[src/rtl/nestIrqPkg.sv]
package nestIrqPkg;
  localparam int NUM_SRC = 6;
  localparam int NUM_LVL = 4;
  localparam int LVL_W   = 2;
  localparam int SRC_W   = $clog2(NUM_SRC);

  typedef enum logic [1:0] {KIND_EXT, KIND_TMR, KIND_PERIPH} srcKind_e;

  // source order is also the polling order
  function automatic srcKind_e kindOf(input int idx);
    if (idx == 0 || idx == 2) return KIND_EXT;
    if (idx == 1 || idx == 3) return KIND_TMR;
    return KIND_PERIPH;
  endfunction

  typedef struct packed {
    logic capture;  // latch arbitration winner into the held slot
    logic take;     // core acknowledged the held request
  } ctlStrobe_t;
endpackage

[src/rtl/irqDatapath.sv]
module irqDatapath
  import nestIrqPkg::*;
#(
  parameter int DATA_W     = 8,
  parameter int ADDR_W     = 8,
  parameter int VEC_W      = 8,
  parameter int EN_ADDR    = 'hA8,
  parameter int PLO_ADDR   = 'hB8,
  parameter int PHI_ADDR   = 'hB7,
  parameter int VEC_BASE   = 'h03,
  parameter int VEC_STRIDE = 8,
  parameter int GLOBAL_BIT = 7
) (
  input  logic               clk,
  input  logic               rstN,
  input  logic               regWrEn,
  input  logic [ADDR_W-1:0]  regAddr,
  input  logic [DATA_W-1:0]  regWrData,
  input  logic [NUM_SRC-1:0] srcRaw,
  input  logic [NUM_SRC-1:0] edgeSel,
  input  logic [NUM_LVL-1:0] inService,
  input  ctlStrobe_t         strobe,
  output logic               winValid,
  output logic [VEC_W-1:0]   heldVec,
  output logic [LVL_W-1:0]   heldLvl,
  output logic               eaBit
);
  logic [NUM_SRC-1:0] enBits, loBits, hiBits;
  logic [NUM_SRC-1:0] flags, rawPrev, eligible;
  logic [SRC_W-1:0]   heldSrc, winIdx;
  logic [LVL_W-1:0]   winLvl;
  logic [LVL_W:0]     ceilLvl;
  logic [LVL_W-1:0]   srcLvl [NUM_SRC];

  // register bus
  always_ff @(posedge clk) begin
    if (!rstN) begin
      enBits <= '0;
      loBits <= '0;
      hiBits <= '0;
      eaBit  <= 1'b0;
    end else if (regWrEn) begin
      if (regAddr == ADDR_W'(EN_ADDR)) begin
        enBits <= regWrData[NUM_SRC-1:0];
        eaBit  <= regWrData[GLOBAL_BIT];
      end
      if (regAddr == ADDR_W'(PLO_ADDR)) loBits <= regWrData[NUM_SRC-1:0];
      if (regAddr == ADDR_W'(PHI_ADDR)) hiBits <= regWrData[NUM_SRC-1:0];
    end
  end

  always_ff @(posedge clk) begin
    if (!rstN) rawPrev <= '0;
    else       rawPrev <= srcRaw;
  end

  // per-source flag, clear policy chosen by source kind
  for (genvar i = 0; i < NUM_SRC; i++) begin : g_src
    logic hwClr;
    assign hwClr     = strobe.take && (heldSrc == SRC_W'(i));
    assign srcLvl[i] = {hiBits[i], loBits[i]};
    if (kindOf(i) == KIND_EXT) begin : g_ext
      always_ff @(posedge clk) begin
        if (!rstN)          flags[i] <= 1'b0;
        else if (edgeSel[i]) flags[i] <= (flags[i] & ~hwClr) | (srcRaw[i] & ~rawPrev[i]);
        else                flags[i] <= srcRaw[i];
      end
    end else if (kindOf(i) == KIND_TMR) begin : g_tmr
      always_ff @(posedge clk) begin
        if (!rstN) flags[i] <= 1'b0;
        else       flags[i] <= (flags[i] & ~hwClr) | srcRaw[i];
      end
      p_tmr_clear_r9: assert property (@(posedge clk) disable iff (!rstN)
        (hwClr && !srcRaw[i]) |=> !flags[i]);
    end else begin : g_per
      always_ff @(posedge clk) begin
        if (!rstN) flags[i] <= 1'b0;
        else       flags[i] <= srcRaw[i];
      end
    end
  end

  // ceiling: 0 when idle, else highest in-service level + 1
  always_comb begin
    ceilLvl = '0;
    for (int l = 0; l < NUM_LVL; l++)
      if (inService[l]) ceilLvl = (LVL_W+1)'(l + 1);
  end

  always_comb begin
    for (int i = 0; i < NUM_SRC; i++)
      eligible[i] = flags[i] && enBits[i] && eaBit && ({1'b0, srcLvl[i]} >= ceilLvl);
  end

  // scan from last to first so ties fall to the earlier source
  always_comb begin
    winValid = 1'b0;
    winIdx   = '0;
    winLvl   = '0;
    for (int i = NUM_SRC-1; i >= 0; i--) begin
      if (eligible[i] && (!winValid || srcLvl[i] >= winLvl)) begin
        winValid = 1'b1;
        winIdx   = SRC_W'(i);
        winLvl   = srcLvl[i];
      end
    end
  end

  always_ff @(posedge clk) begin
    if (!rstN) begin
      heldVec <= '0;
      heldLvl <= '0;
      heldSrc <= '0;
    end else if (strobe.capture) begin
      heldVec <= VEC_W'(VEC_BASE + VEC_STRIDE * int'(winIdx));
      heldLvl <= winLvl;
      heldSrc <= winIdx;
    end
  end

  p_held_ok_r6: assert property (@(posedge clk) disable iff (!rstN)
    strobe.capture |=> (inService >> heldLvl) == '0 || $past(strobe.take) || $fell(inService[heldLvl]));
endmodule

[src/rtl/irqControl.sv]
module irqControl
  import nestIrqPkg::*;
(
  input  logic               clk,
  input  logic               rstN,
  input  logic               winValid,
  input  logic [LVL_W-1:0]   heldLvl,
  input  logic               irqAck,
  input  logic               irqRet,
  output logic               irqReq,
  output logic [NUM_LVL-1:0] inService,
  output ctlStrobe_t         strobe
);
  logic [NUM_LVL-1:0] topMask, svcNext;

  assign strobe.capture = !irqReq && winValid;
  assign strobe.take    = irqReq && irqAck;

  always_ff @(posedge clk) begin
    if (!rstN)             irqReq <= 1'b0;
    else if (strobe.take)  irqReq <= 1'b0;
    else if (strobe.capture) irqReq <= 1'b1;
  end

  always_comb begin
    topMask = '0;
    for (int l = 0; l < NUM_LVL; l++)
      if (inService[l]) topMask = NUM_LVL'(1) << l;
  end

  always_comb begin
    svcNext = inService;
    if (irqRet)      svcNext = svcNext & ~topMask;
    if (strobe.take) svcNext = svcNext | (NUM_LVL'(1) << heldLvl);
  end

  always_ff @(posedge clk) begin
    if (!rstN) inService <= '0;
    else       inService <= svcNext;
  end

  p_svc_set_r6: assert property (@(posedge clk) disable iff (!rstN)
    strobe.take |=> inService[$past(heldLvl)]);
  p_ret_one_r8: assert property (@(posedge clk) disable iff (!rstN)
    (irqRet && !strobe.take && inService != '0) |=>
      $countones(inService) == $countones($past(inService)) - 1);
  p_req_drop_r10: assert property (@(posedge clk) disable iff (!rstN)
    strobe.take |=> !irqReq);
endmodule

[src/rtl/nestIrqCtl.sv]
module nestIrqCtl
  import nestIrqPkg::*;
#(
  parameter int EN_ADDR  = 'hA8,
  parameter int PLO_ADDR = 'hB8,
  parameter int PHI_ADDR = 'hB7
) (
  input  logic       clk,
  input  logic       rstN,
  input  logic       regWrEn,
  input  logic [7:0] regAddr,
  input  logic [7:0] regWrData,
  input  logic [1:0] extPin,
  input  logic [1:0] extEdge,
  input  logic [1:0] tmrOvf,
  input  logic       serRx,
  input  logic       serTx,
  input  logic       t2Ovf,
  input  logic       t2Cap,
  input  logic       irqAck,
  input  logic       irqRet,
  output logic       irqReq,
  output logic [7:0] irqVec
);
  logic [NUM_SRC-1:0] srcRaw, edgeSel;
  logic [NUM_LVL-1:0] inService;
  logic [LVL_W-1:0]   heldLvl;
  logic               winValid, eaBit;
  ctlStrobe_t         strobe;

  assign srcRaw  = {t2Ovf | t2Cap, serRx | serTx, tmrOvf[1], extPin[1], tmrOvf[0], extPin[0]};
  assign edgeSel = {3'b000, extEdge[1], 1'b0, extEdge[0]};

  irqDatapath #(
    .EN_ADDR (EN_ADDR),
    .PLO_ADDR(PLO_ADDR),
    .PHI_ADDR(PHI_ADDR)
  ) uDp (
    .clk      (clk),
    .rstN     (rstN),
    .regWrEn  (regWrEn),
    .regAddr  (regAddr),
    .regWrData(regWrData),
    .srcRaw   (srcRaw),
    .edgeSel  (edgeSel),
    .inService(inService),
    .strobe   (strobe),
    .winValid (winValid),
    .heldVec  (irqVec),
    .heldLvl  (heldLvl),
    .eaBit    (eaBit)
  );

  irqControl uCtl (
    .clk      (clk),
    .rstN     (rstN),
    .winValid (winValid),
    .heldLvl  (heldLvl),
    .irqAck   (irqAck),
    .irqRet   (irqRet),
    .irqReq   (irqReq),
    .inService(inService),
    .strobe   (strobe)
  );

  p_ea_gate_r3: assert property (@(posedge clk) disable iff (!rstN)
    $rose(irqReq) |-> $past(eaBit));
  p_vec_hold_r10: assert property (@(posedge clk) disable iff (!rstN)
    (irqReq && !irqAck) |=> irqReq && $stable(irqVec));
endmodule

[config.mk]
export PLATFORM = sky130hd
export DESIGN_NAME = nestIrqCtl
export DESIGN_NICKNAME = d
export VERILOG_FILES = /design/src/rtl/nestIrqPkg.sv /design/src/rtl/irqDatapath.sv /design/src/rtl/irqControl.sv /design/src/rtl/nestIrqCtl.sv
export SDC_FILE = /design/constraint.sdc
export NUM_CORES = 1
export LEC_CHECK = 0
export BUFFER_PORTS_ARGS = -buffer_cell sky130_fd_sc_hd__buf_2
export CELL_PAD_IN_SITES_DETAIL_PLACEMENT = 0
export CELL_PAD_IN_SITES_GLOBAL_PLACEMENT = 1
export CORE_UTILIZATION = 30
export DETAILED_ROUTE_END_ITERATION = 10
export PLACE_DENSITY_LB_ADDON = 0.1
export SYNTH_ARGS = -nofsm -noshare
export SYNTH_HDL_FRONTEND = slang
export SYNTH_HIERARCHICAL = 1
export SYNTH_SLANG_ARGS = --single-unit
[constraint.sdc]
create_clock -name clk -period 17.9 [get_ports clk]
set_clock_uncertainty 0.15 [all_clocks]
set_input_delay 3.58 -clock clk [delete_from_list [all_inputs] [get_ports clk]]
set_output_delay 3.58 -clock clk [all_outputs]
set_load 0.05 [all_outputs]
==> metrics.csv, run 1 <==
stage;metric;value;unit
timing;fin crit share;44.7;%
run;# Max-Cap Violations;0;
detailed_routing;drt pass-1 iters;4;
cts;# resized after CTS;0;
timing;Final setup viols;0;
setup_path;CP Capture Type;flip-flop;
pwr;Switch Pwr;0.0000387;W
floorplan;Rows;31;
place;Port Buffers;35;
pwr;sw frac;24.3;%
setup_path;CP arrival;8.09;ns
timing;RSZ-0062 raised after global routing;false;
setup_path;cells on worst reg2reg path;34;
detailed_routing;DRT iter0 DRCs;67;
cells_and_area;commonest non-fill, non-tap cell in the layout;dfxtp_1;
worst_hold_path;Hold Path Stages;3;
logic_synthesis;Post-Syn Area;0.00230;mm2
cells_and_area;synth-to-layout area growth;14.8;%
pwr;Reg power frac;54.1;%
cts;Bufs on Longest Clock Path;2;
floorplan;die area;0.00804;mm2
detailed_routing;Avg WL per Cell;14.5;um
detailed_routing;DR DRC count;0;
timing;slew of the pin with the lowest slew margin;0.833;ns
logic_synthesis;average size of a mapped cell;9.48;um2
cts;Hold Buf Count CTS;0;
global_route;largest net degree at the start of global routing;37;
pwr;Gate power share;5.9;%
pwr;internal power;0.000121;W
setup_path;Worst path max stage delay;0.70;ns
cells_and_area;Final nets;324;
detailed_routing;Vias/cell;4.74;
run_status;status;finished clean;
setup_path;Reg2Reg Setup Slack;9.90;ns
timing;max_slew headroom;44.2;%
timing;Achievable Freq;125;MHz
pwr;Clock power frac;40.0;%
cells_and_area;fraction of layout cells with a size suffix above 1;24.5;%
global_route;grt ovf;0;
global_route;total track usage;14.9;%
floorplan;Starting Density;31.4;%
floorplan;Die Wd;89.7;um
setup_path;crit-path most repeated cell;ha_1;
detailed_routing;final wirelength;5.47;mm
floorplan;die height;89.7;um
cts;Sink Count;38;
cts;Worst-path clk slew;0.08;ns
floorplan;I/O pins;40;
pwr;Max IR drop VDD;31.2;uV
setup_path;CP delay by family, top;compound AO/OA/AOI/OAI gates;
global_route;vias in the first global route;1687;
cts;CTS tree;built;
cells_and_area;cell area after layout;0.00265;mm2
cts;H-tree depth;2;
detailed_routing;via count;1787;
timing;Slew Viols, Final;0;
place;gpl congestion;0.748;
timing;Final Critical Period;8.00;ns
setup_path;maximum fanout along the worst path;10;
logic_synthesis;yosys warns;6;
global_route;antenna violations before repair;0;
setup_path;Setup crit start kind;flip-flop;
worst_hold_path;Hold Path Class;reg -> reg;
place;placed cell area;0.00255;mm2
cts;setup bufs post-CTS;0;
global_route;first-pass GRT wire length;8.81;mm
cts;CTS Root Cell;clkbuf_8;
cells_and_area;most frequent cells in the layout;dfxtp_1 (38), buf_2 (35), nor2b_1 (24), mux2i_1 (19), ha_1 (16);
cts;worst-skew pair later-pin latency;0.30;ns
setup_path;Critical Path Stages;34;
cts;TritonCTS Buffers;5;
cells_and_area;antenna cell count;0;
setup_path;CP bufs+invs;1;
place;Post-Place Worst Slack;9.91;ns
cells_and_area;Layout Utilization;36.1;%
floorplan;core area;0.00733;mm2
logic_synthesis;Mapped Cells;243;
setup_path;Worst EP required;18.00;ns
timing;Fin Setup TNS;0;ns
timing;worst setup margin;9.90;ns
pwr;PwrDens;60.3;mW/mm2
setup_path;WS Path Type;reg -> reg;
pwr;P_leak;0.998;nW
timing;hold_ws;0.319;ns
setup_path;Slowest-stage cell, CP;dfxtp_1;
detailed_routing;Post-DRT Antenna Nets;0;
place;hpwl dp;4.15;mm
timing;final hold vios;0;
## sequential cells by signal (all words and copies together), names as in the netlist
register / cells
uDp/rawPrev: 2
uDp/loBits: 6
uDp/flags: 6
uCtl/irqReq: 1
uDp/enBits: 6
uDp/heldVec: 1
uCtl/inService: 4
uDp/heldSrc: 3
uDp/eaBit: 1
uDp/hiBits: 6
uDp/heldLvl: 2
## worst min-delay path, cell delays in order (launching register included)
cell and delay, ns:
dfxtp_1 0.30, nand2_1 0.04, nand2_1 0.04, o21ai_0 0.05
## stage by stage
stage | std cells | total power, W
global route | 377 | 0.000167
detailed placement | 369 | 0.0000980
finish | 377 | 0.000160
CTS | 377 | 0.000163
global placement | 369 | 0.0000979
floorplan | 245 | 0.0000933
## layer usage
metal,up-vias,GRT usage [%],part of all wire [%]
li1,948,-,-
met1,806,21.4,54
met2,27,22.6,43
met3,6,2.74,2.4
met4,0,4.76,1.3
met5,-,0,0
## power by group through the flow
stage	clock network, W	registers [W]	logic, W
floorplan	0	0.0000881	0.00000523
global placement	0	0.0000884	0.00000951
detailed placement	0	0.0000884	0.00000953
CTS	0.0000668	0.0000865	0.00000954
global route	0.0000697	0.0000865	0.0000104
finish	0.0000638	0.0000864	0.00000940
## path summary, 6_finish.rpt
check / end / from
max: uDp/heldSrc[2] / uCtl/inService[3]
min: uDp/flags[2] / uDp/rawPrev[2]
max reg2reg: uDp/heldSrc[2] / uCtl/inService[3]
min reg2reg: uDp/flags[2] / uDp/rawPrev[2]
## cell type report
| type | instances | area [um2] |
|---|---|---|
| Fill cell | 776 | 4680 |
| Multi-Input combinational cell | 185 | 1450 |
| Sequential cell | 38 | 761 |
| Tap cell | 99 | 124 |
| Clock buffer | 6 | 82.6 |
| Clock inverter | 2 | 12.5 |
| Inverter | 12 | 45.0 |
| Timing Repair Buffer | 35 | 175 |
No activity file was read; power rests on OpenSTA's default activity.
==> inputs of run 2 (changes only) <==
- clock period: 17.9 -> 8.2 ns (I/O delays scaled with it)
==> run 2 against run 1 <==
Compared with the run above: sequential share of layout area is 0.24 points lower; first-iteration DRC count is 21% lower; largest power group unchanged; fmax rose by 7.1%; critical endpoint unchanged; cell count increased by 0.80%; utilization is 0.31 points higher; count of clock-buffer cells in the layout did not move.
==> metrics.csv, run 2 (synthesized netlist as in run 1, its figures left out) <==
stage;metric;value;unit
run_status;status;finished clean;
timing;Achievable Freq;134;MHz
worst_hold_path;Hold Path Class;reg -> reg;
cts;H-tree depth;2;
timing;Fin Setup TNS;0;ns
detailed_routing;Vias/cell;4.82;
floorplan;Die Wd;89.7;um
global_route;total track usage;15.2;%
cts;worst-skew pair later-pin latency;0.30;ns
pwr;Max IR drop VDD;63.7;uV
global_route;vias in the first global route;1684;
cells_and_area;most frequent cells in the layout;dfxtp_1 (38), buf_2 (35), nor2b_1 (24), mux2i_1 (19), ha_1 (16);
cells_and_area;fraction of layout cells with a size suffix above 1;25.3;%
detailed_routing;DR DRC count;0;
timing;Final setup viols;0;
detailed_routing;via count;1831;
place;Port Buffers;35;
timing;max_slew headroom;42.0;%
global_route;antenna violations before repair;0;
detailed_routing;Post-DRT Antenna Nets;0;
setup_path;crit-path most repeated cell;ha_1;
cells_and_area;antenna cell count;0;
cts;Hold Buf Count CTS;0;
floorplan;Starting Density;31.4;%
setup_path;Setup crit start kind;flip-flop;
detailed_routing;Avg WL per Cell;14.4;um
place;hpwl dp;4.15;mm
global_route;grt ovf;0;
cts;Bufs on Longest Clock Path;2;
pwr;P_leak;1.01;nW
place;placed cell area;0.00257;mm2
cts;setup bufs post-CTS;0;
setup_path;Worst EP required;8.30;ns
cells_and_area;cell area after layout;0.00267;mm2
run;# Max-Cap Violations;0;
cells_and_area;area of the multi-input gates;0.00145;mm2
setup_path;Worst path max stage delay;0.38;ns
place;gpl congestion;0.735;
detailed_routing;DRT iter0 DRCs;53;
cts;TritonCTS Buffers;5;
global_route;first-pass GRT wire length;8.85;mm
floorplan;core area;0.00733;mm2
pwr;PwrDens;131;mW/mm2
timing;Final Critical Period;7.47;ns
detailed_routing;final wirelength;5.48;mm
setup_path;WS Path Type;reg -> reg;
global_route;largest net degree at the start of global routing;37;
setup_path;CP arrival;7.57;ns
floorplan;Rows;31;
cells_and_area;# fillers;756;
cts;CTS Root Cell;clkbuf_8;
cts;CTS tree;built;
setup_path;maximum fanout along the worst path;7;
floorplan;die area;0.00804;mm2
cts;# resized after CTS;0;
timing;RSZ-0062 raised after global routing;false;
cts;Worst-path clk slew;0.08;ns
cells_and_area;commonest non-fill, non-tap cell in the layout;dfxtp_1;
floorplan;I/O pins;40;
cells_and_area;FF+latch area;761;um2
timing;Slew Viols, Final;0;
cells_and_area;Final nets;327;
timing;fin crit share;91.1;%
cts;Sink Count;38;
timing;slew of the pin with the lowest slew margin;0.866;ns
detailed_routing;drt pass-1 iters;4;
floorplan;die height;89.7;um
setup_path;Slowest-stage cell, CP;or3_4;
cells_and_area;synth-to-layout area growth;15.8;%
timing;final hold vios;0;
setup_path;CP Capture Type;flip-flop;
setup_path;Reg2Reg Setup Slack;0.73;ns
==> run 2: cell count changes in the layout (fill, tap and decap cells not counted) <==
| cell | delta |
|---|---|
| buf_4 | +3 |
==> run 2: final timing paths <==
path | from | end | cells after the start
worst max-delay path | uCtl/inService[1] | uDp/heldSrc[2] | 34
worst min-delay path | uDp/rawPrev[2] | uDp/flags[2] | 3
worst max register to register | uCtl/inService[1] | uDp/heldSrc[2] | 34
worst min register to register | uDp/rawPrev[2] | uDp/flags[2] | 3
==> run 2: metrics by stage <==
stage	power (W)	util (%)	instances	setup WS, ns	hold WS, ns
floorplan	0.000204	-	245	1.35	0.288
global placement	0.000214	35.1	372	0.765	0.301
detailed placement	0.000214	35.1	372	0.746	0.304
CTS	0.000358	36.4	380	0.685	0.326
global route	0.000369	36.4	380	0.104	0.356
finish	0.000350	36.4	380	0.730	0.321
==> run 2: layout make-up <==
type                    instances  share of cell area [%]
clock buffers                   6                    3.09
clock inverters                 2                   0.469
inverters                      12                    1.69
multi-input cells             185                    54.2
flip-flops and latches         38                    28.5
well taps                      99                    4.64
repair buffers                 38                    7.41
==> run 2: worst max-delay path: cells and delay by family, from the launching register on <==
kind                       cells  cell delay [ns]
muxes                          1             0.23
adders and majority gates      6             1.57
buffers and inverters          1             0.07
DFF                            1             0.36
AOI/OAI and AO/OA             16             3.26
and+or+nand+nor               10             1.78
==> run 2: report_power, final <==
part | internal, W | switching, W | leakage [nW]
Clock | 0.0000677 | 0.0000738 | 0.0472
Combinational | 0.00000915 | 0.0000113 | 0.657
Sequential | 0.000187 | 0.00000142 | 0.308
Total | 0.000264 | 0.0000865 | 1.01
==> run 2: layer usage <==
layer | wire length, um | share of wire, % | up-vias | GRT usage (%)
li1 | - | - | 955 | -
met1 | 2910 | 53 | 840 | 21.3
met2 | 2370 | 43 | 29 | 23.3
met3 | 132 | 2.4 | 7 | 2.74
met4 | 73 | 1.3 | 0 | 5.19
met5 | 0 | 0 | - | 0
==> inputs of run 3 (changes only) <==
- CORE_MARGIN: default -> 5
- CTS_BUF_LIST: default -> sky130_fd_sc_hd__clkbuf_8 sky130_fd_sc_hd__clkbuf_16
==> run 3 against run 2 <==
Compared with the run above: utilization down 0.40 points; sequential share of layout area down 0.73 points; combinational power about the same.
==> metrics.csv, run 3 (synthesized netlist as in run 1, its figures left out) <==
stage;metric;value;unit
run_status;status;finished clean;
detailed_routing;DRT iter0 DRCs;62;
cells_and_area;synth-to-layout area growth;18.8;%
setup_path;r2r startpoint;uCtl/inService[1];
pwr;P_leak;1.05;nW
run;# Max-Cap Violations;0;
floorplan;die area;0.00954;mm2
worst_hold_path;Hold Path Class;reg -> reg;
worst_hold_path;Hold Path Origin;uDp/rawPrev[0];
cells_and_area;fraction of layout cells with a size suffix above 1;26.5;%
cells_and_area;# fillers;824;
setup_path;WS Path Type;reg -> reg;
cts;H-tree depth;2;
detailed_routing;Avg WL per Cell;14.8;um
place;Post-Place Worst Slack;0.639;ns
setup_path;Setup crit start kind;flip-flop;
timing;Slew Viols, Final;0;
worst_hold_path;worst hold endpoint;uDp/flags[0];
global_route;total track usage;12.2;%
place;hpwl dp;4.42;mm
setup_path;Worst path max stage delay;0.38;ns
timing;Achievable Freq;133;MHz
detailed_routing;Post-DRT Antenna Nets;0;
floorplan;core area;0.00761;mm2
cts;TritonCTS Buffers;5;
timing;Final Critical Period;7.50;ns
cts;CTS Root Cell;clkbuf_8;
detailed_routing;final wirelength;5.71;mm
cts;worst-skew pair later-pin latency;0.29;ns
cts;Worst-path clk slew;0.08;ns
setup_path;CP Capture Type;flip-flop;
detailed_routing;drt pass-1 iters;4;
floorplan;Die Wd;97.7;um
cells_and_area;Final nets;329;
setup_path;Worst EP required;8.29;ns
global_route;first-pass GRT wire length;9.18;mm
timing;Fin Setup TNS;0;ns
setup_path;maximum fanout along the worst path;7;
detailed_routing;DR DRC count;0;
floorplan;I/O pins;40;
timing;final hold vios;0;
setup_path;Worst Setup SP;uCtl/inService[1];
cts;setup bufs post-CTS;0;
cts;Bufs on Longest Clock Path;2;
setup_path;CP arrival;7.59;ns
timing;RSZ-0062 raised after global routing;false;
global_route;largest net degree at the start of global routing;37;
cells_and_area;most frequent cells in the layout;dfxtp_1 (38), buf_2 (35), nor2b_1 (24), mux2i_1 (19), ha_1 (16);
setup_path;Reg2Reg Setup Slack;0.70;ns
cts;Sink Count;38;
global_route;vias in the first global route;1761;
cells_and_area;commonest non-fill, non-tap cell in the layout;dfxtp_1;
detailed_routing;Vias/cell;4.69;
cells_and_area;antenna cell count;0;
floorplan;Rows;32;
timing;fin crit share;91.4;%
setup_path;crit-path most repeated cell;ha_1;
cts;CTS tree;built;
global_route;antenna violations before repair;0;
cells_and_area;FF+latch area;761;um2
cells_and_area;area of the multi-input gates;0.00146;mm2
pwr;PwrDens;147;mW/mm2
setup_path;cells on worst reg2reg path;34;
timing;hold_ws;0.326;ns
timing;Final setup viols;0;
place;gpl congestion;0.728;
timing;worst setup margin;0.704;ns
global_route;grt ovf;0;
worst_hold_path;Hold Path Stages;3;
setup_path;Reg2Reg Capture Point;uDp/heldSrc[2];
timing;max_slew headroom;42.6;%
floorplan;Starting Density;30.3;%
place;Port Buffers;35;
floorplan;die height;97.7;um
timing;slew of the pin with the lowest slew margin;0.859;ns
setup_path;Slowest-stage cell, CP;or3_4;
detailed_routing;via count;1807;
pwr;Max IR drop VDD;80.0;uV
run 3: per-stage QoR:
stage | power (W) | std cells | cell area (um2) | utilization (%)
after floorplan | 0.000204 | 245 | 2310 | -
after global placement | 0.000214 | 377 | 2590 | 34.1
after detailed placement | 0.000214 | 377 | 2590 | 34.1
after CTS | 0.000410 | 385 | 2730 | 35.9
after global routing | 0.000421 | 385 | 2740 | 36.0
final | 0.000402 | 385 | 2740 | 36.0
run 3: worst max-delay path, delay by kind of cell, from the launching register on:
| kind | cells | cell delay [ns] |
|---|---|---|
| AO/OA/AOI/OAI | 16 | 3.18 |
| AND/OR/NAND/NOR | 9 | 1.69 |
| adder cells (fa/ha/maj) | 6 | 1.58 |
| flip-flops | 1 | 0.34 |
| multiplexers | 1 | 0.26 |
| buffers and inverters | 2 | 0.24 |
run 3: worst max path at each step:
| stage | end | slack [ns] | cells after the start |
|---|---|---|---|
| final | uDp/heldSrc[2] | 0.70 | 34 |
| after global routing | uDp/heldSrc[2] | 0.09 | 36 |
| after floorplan | uDp/heldSrc[2] | 1.35 | 35 |
| after CTS | uDp/heldSrc[2] | 0.59 | 35 |
| after global placement | uDp/heldSrc[2] | 0.61 | 35 |
| after detailed placement | uDp/heldSrc[2] | 0.64 | 35 |
run 3: repair_timing:
action	CTS	global route
hold buffers	0	0
endpoints found under the hold margin	0	0
gates resized for setup	0	2
endpoints found under the setup margin	0	1
run 3: per-layer routing:
metal	wire, um	track usage, %
met5	0	0
met4	88	4.79
met3	150	1.79
met2	2500	18.6
met1	2970	17.1
run 3: area by class of cell:
type	instances	share of cell area, %
Multi-Input combinational cell	185	53.1
Sequential cell	38	27.8
Timing Repair Buffer	40	7.77
Tap cell	102	4.66
Clock buffer	5	2.51
Clock inverter	3	2.51
Inverter	12	1.64
run 3: where the power goes:
group / leakage (nW) / internal (W) / switching [W]
logic: 0.669 / 0.00000915 / 0.0000116
registers: 0.308 / 0.000187 / 0.00000162
clock network: 0.0683 / 0.000122 / 0.0000710
total: 1.05 / 0.000318 / 0.0000843
